<file path="src/rtl/retire_pkg.sv">
`timescale 1ns/1ps
package retire_pkg;
  typedef enum logic [1:0] {
    REQ_NONE   = 2'd0,
    REQ_NSPEC  = 2'd1,
    REQ_REPLAY = 2'd2,
    REQ_TRAP   = 2'd3
  } req_kind_e;

  typedef enum logic {
    TH_RUN  = 1'b0,
    TH_TRAP = 1'b1
  } th_state_e;
endpackage

</file>
<file path="src/rtl/retire_scan.sv">
`timescale 1ns/1ps
module retire_scan import retire_pkg::*; #(
  parameter int SLOTS = 6,
  parameter int CW    = 4,
  parameter int SEQ_W = 16,
  localparam int NC_W = $clog2(SLOTS + 1)
) (
  input  logic [SLOTS-1:0]       vld_i,
  input  logic [SLOTS-1:0]       sq_i,
  input  logic [SLOTS-1:0]       exec_i,
  input  logic [SLOTS-1:0]       fault_i,
  input  logic [SLOTS-1:0]       store_i,
  input  logic [SLOTS-1:0]       load_i,
  input  logic [SLOTS-1:0]       nspec_i,
  input  logic [SLOTS*SEQ_W-1:0] seq_i,
  input  logic                   stores_pending_i,
  input  logic                   blocked_i,
  output logic [SLOTS-1:0]       retire_o,
  output logic [SLOTS-1:0]       commit_o,
  output logic [NC_W-1:0]        ncommit_o,
  output logic [NC_W-1:0]        nretire_o,
  output logic                   st_commit_o,
  output logic [SEQ_W-1:0]       young_seq_o,
  output req_kind_e              req_kind_o,
  output logic [SEQ_W-1:0]       req_seq_o
);
  always_comb begin
    logic go;
    logic first_ok;
    go          = !blocked_i;
    retire_o    = '0;
    commit_o    = '0;
    ncommit_o   = '0;
    nretire_o   = '0;
    st_commit_o = 1'b0;
    young_seq_o = '0;
    req_kind_o  = REQ_NONE;
    req_seq_o   = '0;
    for (int i = 0; i < SLOTS; i++) begin
      first_ok = (ncommit_o == '0) && !stores_pending_i;
      if (go) begin
        if (ncommit_o == NC_W'(CW) || !vld_i[i]) begin
          go = 1'b0;
        end else if (sq_i[i]) begin
          retire_o[i] = 1'b1;
          nretire_o   = nretire_o + 1'b1;
        end else if (exec_i[i] && !fault_i[i]) begin
          retire_o[i] = 1'b1;
          commit_o[i] = 1'b1;
          nretire_o   = nretire_o + 1'b1;
          ncommit_o   = ncommit_o + 1'b1;
          young_seq_o = seq_i[i*SEQ_W +: SEQ_W];
          if (store_i[i]) st_commit_o = 1'b1;
        end else begin
          // special head: acts only as first commit with a quiet store path
          if (first_ok) begin
            if (fault_i[i])      req_kind_o = REQ_TRAP;
            else if (nspec_i[i]) req_kind_o = REQ_NSPEC;
            else if (load_i[i])  req_kind_o = REQ_REPLAY;
            req_seq_o = seq_i[i*SEQ_W +: SEQ_W];
          end
          go = 1'b0;
        end
      end
    end
  end
endmodule

</file>
<file path="src/rtl/retire_pc.sv">
`timescale 1ns/1ps
module retire_pc #(
  parameter int          PC_W       = 32,
  parameter int          INSN_BYTES = 4,
  parameter logic [31:0] RESET_PC   = 32'h100,
  parameter int          NC_W       = 3
) (
  input  logic            clk_i,
  input  logic            rst_ni,
  input  logic [NC_W-1:0] ncommit_i,
  output logic [PC_W-1:0] pc_o,
  output logic [PC_W-1:0] npc_o
);
  logic [PC_W-1:0] step;
  assign step = PC_W'(ncommit_i) * PC_W'(INSN_BYTES);

  always_ff @(posedge clk_i or negedge rst_ni) begin
    if (!rst_ni) begin
      pc_o  <= PC_W'(RESET_PC);
      npc_o <= PC_W'(RESET_PC) + PC_W'(INSN_BYTES);
    end else begin
      pc_o  <= pc_o + step;
      npc_o <= npc_o + step;
    end
  end

  p_npc_r6: assert property (@(posedge clk_i) disable iff (!rst_ni)
    npc_o == pc_o + PC_W'(INSN_BYTES));
endmodule

</file>
<file path="src/rtl/retire_occ.sv">
`timescale 1ns/1ps
module retire_occ #(
  parameter int DEPTH = 32,
  parameter int NC_W  = 3,
  localparam int CNT_W = $clog2(DEPTH + 1)
) (
  input  logic             clk_i,
  input  logic             rst_ni,
  input  logic [CNT_W-1:0] used_i,
  input  logic [NC_W-1:0]  nretire_i,
  input  logic             stores_pending_i,
  input  logic             st_commit_i,
  output logic             free_upd_o,
  output logic [CNT_W-1:0] free_cnt_o,
  output logic             empty_o
);
  logic [CNT_W-1:0] remain;
  assign remain = used_i - CNT_W'(nretire_i);

  always_ff @(posedge clk_i or negedge rst_ni) begin
    if (!rst_ni) begin
      free_upd_o <= 1'b0;
      free_cnt_o <= CNT_W'(DEPTH);
      empty_o    <= 1'b1;
    end else begin
      free_upd_o <= (nretire_i != '0);
      if (nretire_i != '0) free_cnt_o <= CNT_W'(DEPTH) - remain;
      // a store committing this cycle has not reached write-back yet
      empty_o <= (remain == '0) && !stores_pending_i && !st_commit_i;
    end
  end

  p_hold_r8: assert property (@(posedge clk_i) disable iff (!rst_ni)
    !free_upd_o |-> $stable(free_cnt_o));
  p_empty_r7: assert property (@(posedge clk_i) disable iff (!rst_ni)
    $rose(empty_o) |-> !$past(stores_pending_i) && !$past(st_commit_i));
endmodule

</file>
<file path="src/rtl/retire_ctrl.sv">
`timescale 1ns/1ps
module retire_ctrl import retire_pkg::*; #(
  parameter int          SLOTS      = 6,
  parameter int          CW         = 4,
  parameter int          SEQ_W      = 16,
  parameter int          DEPTH      = 32,
  parameter int          PC_W       = 32,
  parameter int          INSN_BYTES = 4,
  parameter logic [31:0] RESET_PC   = 32'h100,
  localparam int         CNT_W      = $clog2(DEPTH + 1),
  localparam int         NC_W       = $clog2(SLOTS + 1)
) (
  input  logic                   clk_i,
  input  logic                   rst_ni,
  input  logic [SLOTS-1:0]       head_vld_i,
  input  logic [SLOTS-1:0]       head_sq_i,
  input  logic [SLOTS-1:0]       head_exec_i,
  input  logic [SLOTS-1:0]       head_fault_i,
  input  logic [SLOTS-1:0]       head_store_i,
  input  logic [SLOTS-1:0]       head_load_i,
  input  logic [SLOTS-1:0]       head_nspec_i,
  input  logic [SLOTS*SEQ_W-1:0] head_seq_i,
  input  logic [CNT_W-1:0]       rob_used_i,
  input  logic                   stores_pending_i,
  input  logic                   trap_done_i,
  output logic [SLOTS-1:0]       retire_o,
  output logic                   nspec_req_o,
  output logic                   replay_req_o,
  output logic                   trap_req_o,
  output logic [SEQ_W-1:0]       req_seq_o,
  output logic                   trap_pend_o,
  output logic                   free_upd_o,
  output logic [CNT_W-1:0]       free_cnt_o,
  output logic                   empty_o,
  output logic                   done_vld_o,
  output logic [SEQ_W-1:0]       done_seq_o,
  output logic [PC_W-1:0]        pc_o,
  output logic [PC_W-1:0]        npc_o
);
  th_state_e        th_q;
  logic [SLOTS-1:0] commit;
  logic [NC_W-1:0]  ncommit, nretire;
  logic             st_commit;
  logic [SEQ_W-1:0] young_seq, scan_seq;
  req_kind_e        req_kind;

  retire_scan #(.SLOTS(SLOTS), .CW(CW), .SEQ_W(SEQ_W)) u_scan (
    .vld_i            (head_vld_i),
    .sq_i             (head_sq_i),
    .exec_i           (head_exec_i),
    .fault_i          (head_fault_i),
    .store_i          (head_store_i),
    .load_i           (head_load_i),
    .nspec_i          (head_nspec_i),
    .seq_i            (head_seq_i),
    .stores_pending_i (stores_pending_i),
    .blocked_i        (th_q == TH_TRAP),
    .retire_o         (retire_o),
    .commit_o         (commit),
    .ncommit_o        (ncommit),
    .nretire_o        (nretire),
    .st_commit_o      (st_commit),
    .young_seq_o      (young_seq),
    .req_kind_o       (req_kind),
    .req_seq_o        (scan_seq)
  );

  retire_pc #(.PC_W(PC_W), .INSN_BYTES(INSN_BYTES), .RESET_PC(RESET_PC),
              .NC_W(NC_W)) u_pc (
    .clk_i     (clk_i),
    .rst_ni    (rst_ni),
    .ncommit_i (ncommit),
    .pc_o      (pc_o),
    .npc_o     (npc_o)
  );

  retire_occ #(.DEPTH(DEPTH), .NC_W(NC_W)) u_occ (
    .clk_i            (clk_i),
    .rst_ni           (rst_ni),
    .used_i           (rob_used_i),
    .nretire_i        (nretire),
    .stores_pending_i (stores_pending_i),
    .st_commit_i      (st_commit),
    .free_upd_o       (free_upd_o),
    .free_cnt_o       (free_cnt_o),
    .empty_o          (empty_o)
  );

  always_ff @(posedge clk_i or negedge rst_ni) begin
    if (!rst_ni) begin
      th_q         <= TH_RUN;
      nspec_req_o  <= 1'b0;
      replay_req_o <= 1'b0;
      trap_req_o   <= 1'b0;
      req_seq_o    <= '0;
      done_vld_o   <= 1'b0;
      done_seq_o   <= '0;
    end else begin
      if (th_q == TH_TRAP && trap_done_i) th_q <= TH_RUN;
      else if (req_kind == REQ_TRAP)      th_q <= TH_TRAP;
      nspec_req_o  <= (req_kind == REQ_NSPEC);
      replay_req_o <= (req_kind == REQ_REPLAY);
      trap_req_o   <= (req_kind == REQ_TRAP);
      if (req_kind != REQ_NONE) req_seq_o <= scan_seq;
      done_vld_o <= (ncommit != '0);
      if (ncommit != '0) done_seq_o <= young_seq;
    end
  end

  assign trap_pend_o = (th_q == TH_TRAP);

  p_width_r1: assert property (@(posedge clk_i) disable iff (!rst_ni)
    $countones(commit) <= CW);
  p_prefix_r1: assert property (@(posedge clk_i) disable iff (!rst_ni)
    (retire_o & (retire_o + 1'b1)) == '0);
  p_one_req_r3: assert property (@(posedge clk_i) disable iff (!rst_ni)
    $onehot0({nspec_req_o, replay_req_o, trap_req_o}));
  p_req_quiet_r4: assert property (@(posedge clk_i) disable iff (!rst_ni)
    (nspec_req_o || replay_req_o || trap_req_o) |-> !$past(stores_pending_i));
  p_trap_block_r5: assert property (@(posedge clk_i) disable iff (!rst_ni)
    trap_pend_o |-> retire_o == '0);
  p_trap_enter_r5: assert property (@(posedge clk_i) disable iff (!rst_ni)
    trap_req_o |-> trap_pend_o);
  p_done_r9: assert property (@(posedge clk_i) disable iff (!rst_ni)
    !done_vld_o |-> $stable(done_seq_o));
endmodule

</file>
<file path="config.mk">
export PLATFORM = sky130hd
export DESIGN_NAME = retire_ctrl
export DESIGN_NICKNAME = d
export VERILOG_FILES = /design/src/rtl/retire_pkg.sv /design/src/rtl/retire_scan.sv /design/src/rtl/retire_pc.sv /design/src/rtl/retire_occ.sv /design/src/rtl/retire_ctrl.sv
export SDC_FILE = /design/constraint.sdc
export NUM_CORES = 1
export LEC_CHECK = 0
export BUFFER_PORTS_ARGS = -buffer_cell sky130_fd_sc_hd__buf_2
export CORE_MARGIN = 2
export CORE_UTILIZATION = 55
export CTS_CLUSTER_DIAMETER = 40
export DETAILED_ROUTE_END_ITERATION = 6
export GPL_TIMING_DRIVEN = 0
export PLACE_DENSITY = 0.87
export SLEW_MARGIN = 20
export SYNTH_ARGS = -nofsm -noshare
export SYNTH_HDL_FRONTEND = slang
export SYNTH_HIERARCHICAL = 1
export SYNTH_SLANG_ARGS = --single-unit
</file>
<file path="constraint.sdc">
create_clock -name clk_i -period 10.59 [get_ports clk_i]
set_input_delay 0 -clock clk_i [delete_from_list [all_inputs] [get_ports clk_i]]
set_output_delay 0 -clock clk_i [all_outputs]
set_load 0.05 [all_outputs]
</file>
==> impl_metrics.json <==
{
  "power_density_nw_per_um2": 117.5,
  "insertion_delay_ns": 0.34,
  "holdPathStages": 5,
  "post_cts_buffers": 0,
  "route.vias.total": 7496,
  "maxCapViolCount": 0,
  "cts_buffer_depth": 2,
  "cp-end-kind": "register",
  "cp-start-kind": "register",
  "die_area_um2": 14570,
  "syn2layout_area_growth_pct": 25.53,
  "ir_worst_vdd_uv": 95.15,
  "r2r_cells": 34,
  "drive_above_1_share_pct": 33.45,
  "worstReg2RegStart": "trap_pend_o$_DFFE_PN0P_",
  "finalCriticalPeriod_ns": 8.686,
  "slew-limit-headroom_pct": 35.50,
  "ioPinCount": 263,
  "portBuffers": 257,
  "arrival_ns": 8.89,
  "cts-buffers-inserted": 9,
  "crit_required_ns": 10.80,
  "track_usage_pct": 30.86,
  "drtAntennaViolNets": 0,
  "cts.clk_slew.worst_paths_ns": 0.07,
  "setup-violations-final": 0,
  "routabilityCongestion": 0.9693,
  "synthCells": 821,
  "holdWs_ns": 0.01305,
  "num_rows": 42,
  "yosysWarningCount": 6,
  "leakage_nw": 4.928,
  "first_pass_iters": 7,
  "start_util_pct": 56.33,
  "root_buffer": "clkbuf_16",
  "path_max_fanout": 10,
  "crit_type": "register to register",
  "r2r_setup_slack_ns": 1.90,
  "grt_setup_unrepaired": "false",
  "grt_max_degree": 64,
  "grt_pass1_vias": 6995,
  "die_w_um": 120.7,
  "cts_tree": "built",
  "tns_ns": 0,
  "path_buf_inv": 8,
  "hold_viol": 0,
  "status": "finished, final reports clean",
  "drv_slew": 0,
  "drt_first_iter_violations": 876,
  "crit_slowest_cell": "or4_4",
  "final_net_count": 1270,
  "skew_ns": 0.004194,
  "drc": 0,
  "worst_slew_pin_slew_ns": 0.9595,
  "crit_path_max_incr_delay_ns": 0.53,
  "syn_area_per_cell_um2": 9.123,
  "timing.final.crit_share_pct": 82.03,
  "utilization_pct": 70.71,
  "cpLargestDelayFamily": "simple AND/OR/NAND/NOR gates",
  "htreeDepth": 3,
  "grt_pass1_wl_mm": 35.83,
  "hold_end": "u_occ/empty_o$_DFF_PN1_",
  "die_y_um": 120.7,
  "viasPerCell": 5.856,
  "r2r_end": "u_pc/pc_o[28]$_DFF_PN0_",
  "clock.fmax_mhz": 115.1,
  "wl_per_cell_um": 18.07,
  "hold_class": "primary input to register",
  "hp-start": "head_store_i[5]",
  "crit_path_frequent_cell": "ha_1",
  "cts_sinks": 105,
  "grt_overflow": 0,
  "drt-total-wl_mm": 23.12,
  "core_area_um2": 13300,
  "netlist_area_um2": 7490,
  "dpl.hpwl_mm": 18.07,
  "antenna_found_initial": 4
}
metrics by stage:
step	setup slack, ns	cells	power (W)	cell area (um^2)
after global routing	1.281	1280	0.001146	9402
final	1.904	1280	0.001104	9402
after CTS	1.906	1276	0.001110	9392
after floorplan	3.025	824	0.0006480	7501
after detailed placement	1.967	1258	0.0007525	9047
after global placement	2.088	1257	0.0007440	9007
placed cells by master, fill, tap and decap left out, drive strengths merged, types with 3 or more instances in the layout:
master  count
xnor2      41
a211oi     16
nand2      41
dfstp       5
inv        44
mux2       53
nor4       12
nor3       16
a222oi     16
xor2       29
fa          3
and2        9
and3        8
and3b       6
o221ai      3
nand3      40
buf       277
mux2i       6
clkbuf     39
nor2b      13
and4        9
o21a        4
diode       4
dfrtp     100
nand2b      5
o211ai      6
o21ai      37
nand4      19
ha         24
or3         3
nor2       79
a21o        4
nor4b       5
or4         4
a21oi      90
conb        4
tightest hold or removal path, delay by kind of cell:
family,cells,cell delay [ns]
simple gates,4,0.28
buf+inv,1,0.07
per-layer routing:
metal / vias to the layer above / global-route usage (%) / routed length (um)
li1: 3505 / - / -
met1: 3452 / 38.77 / 9078
met2: 455 / 51.38 / 10960
met3: 84 / 6.085 / 2214
met4: 0 / 14.03 / 870
met5: - / 0 / 0
timing repair:
action | 4_1_cts | 5_1_grt
resized for setup | 0 | 0
hold buffers | 2 | 0
hold endpoints to repair | 102 | 0
state kept, by name (all words and copies together), names as in the netlist:
| signal | count |
|---|---|
| replay_req_o | 1 |
| u_pc/npc_o | 30 |
| done_vld_o | 1 |
| u_occ/free_cnt_o | 6 |
| trap_req_o | 1 |
| nspec_req_o | 1 |
| req_seq_o | 16 |
| trap_pend_o | 1 |
| u_pc/pc_o | 30 |
| u_occ/free_upd_o | 1 |
| u_occ/empty_o | 1 |
| done_seq_o | 16 |
cell type report:
cell class	count	area, um^2
Timing Repair Buffer	260	1340
Buffer	44	234.0
Clock inverter	2	60.06
Sequential cell	105	2634
Clock buffer	14	264.0
Antenna cell	4	10.01
Fill cell	1044	3894
Inverter	46	172.7
Tap cell	176	220.2
Multi-Input combinational cell	629	4467
how the worst max path moves through the flow:
stage                                       start                         endpoint  slack, ns  cells past startpoint
after floorplan           trap_pend_o$_DFFE_PN0P_  u_occ/free_cnt_o[5]$_DFFE_PN1P_       3.03                     32
after global placement    trap_pend_o$_DFFE_PN0P_          u_pc/pc_o[28]$_DFF_PN0_       2.09                     34
after detailed placement  trap_pend_o$_DFFE_PN0P_          u_pc/pc_o[28]$_DFF_PN0_       1.97                     34
after CTS                 trap_pend_o$_DFFE_PN0P_         u_pc/npc_o[26]$_DFF_PN0_       1.91                     33
after global routing      trap_pend_o$_DFFE_PN0P_         u_pc/npc_o[26]$_DFF_PN0_       1.28                     33
final                     trap_pend_o$_DFFE_PN0P_          u_pc/pc_o[28]$_DFF_PN0_       1.90                     34
report_power, final:
part	internal (W)	switching [W]	total (W)
Clock	0.000220	0.000136	0.000356
Combinational	0.0000881	0.000208	0.000296
Sequential	0.000433	0.0000193	0.000452
(Power assumes the default switching activity.)
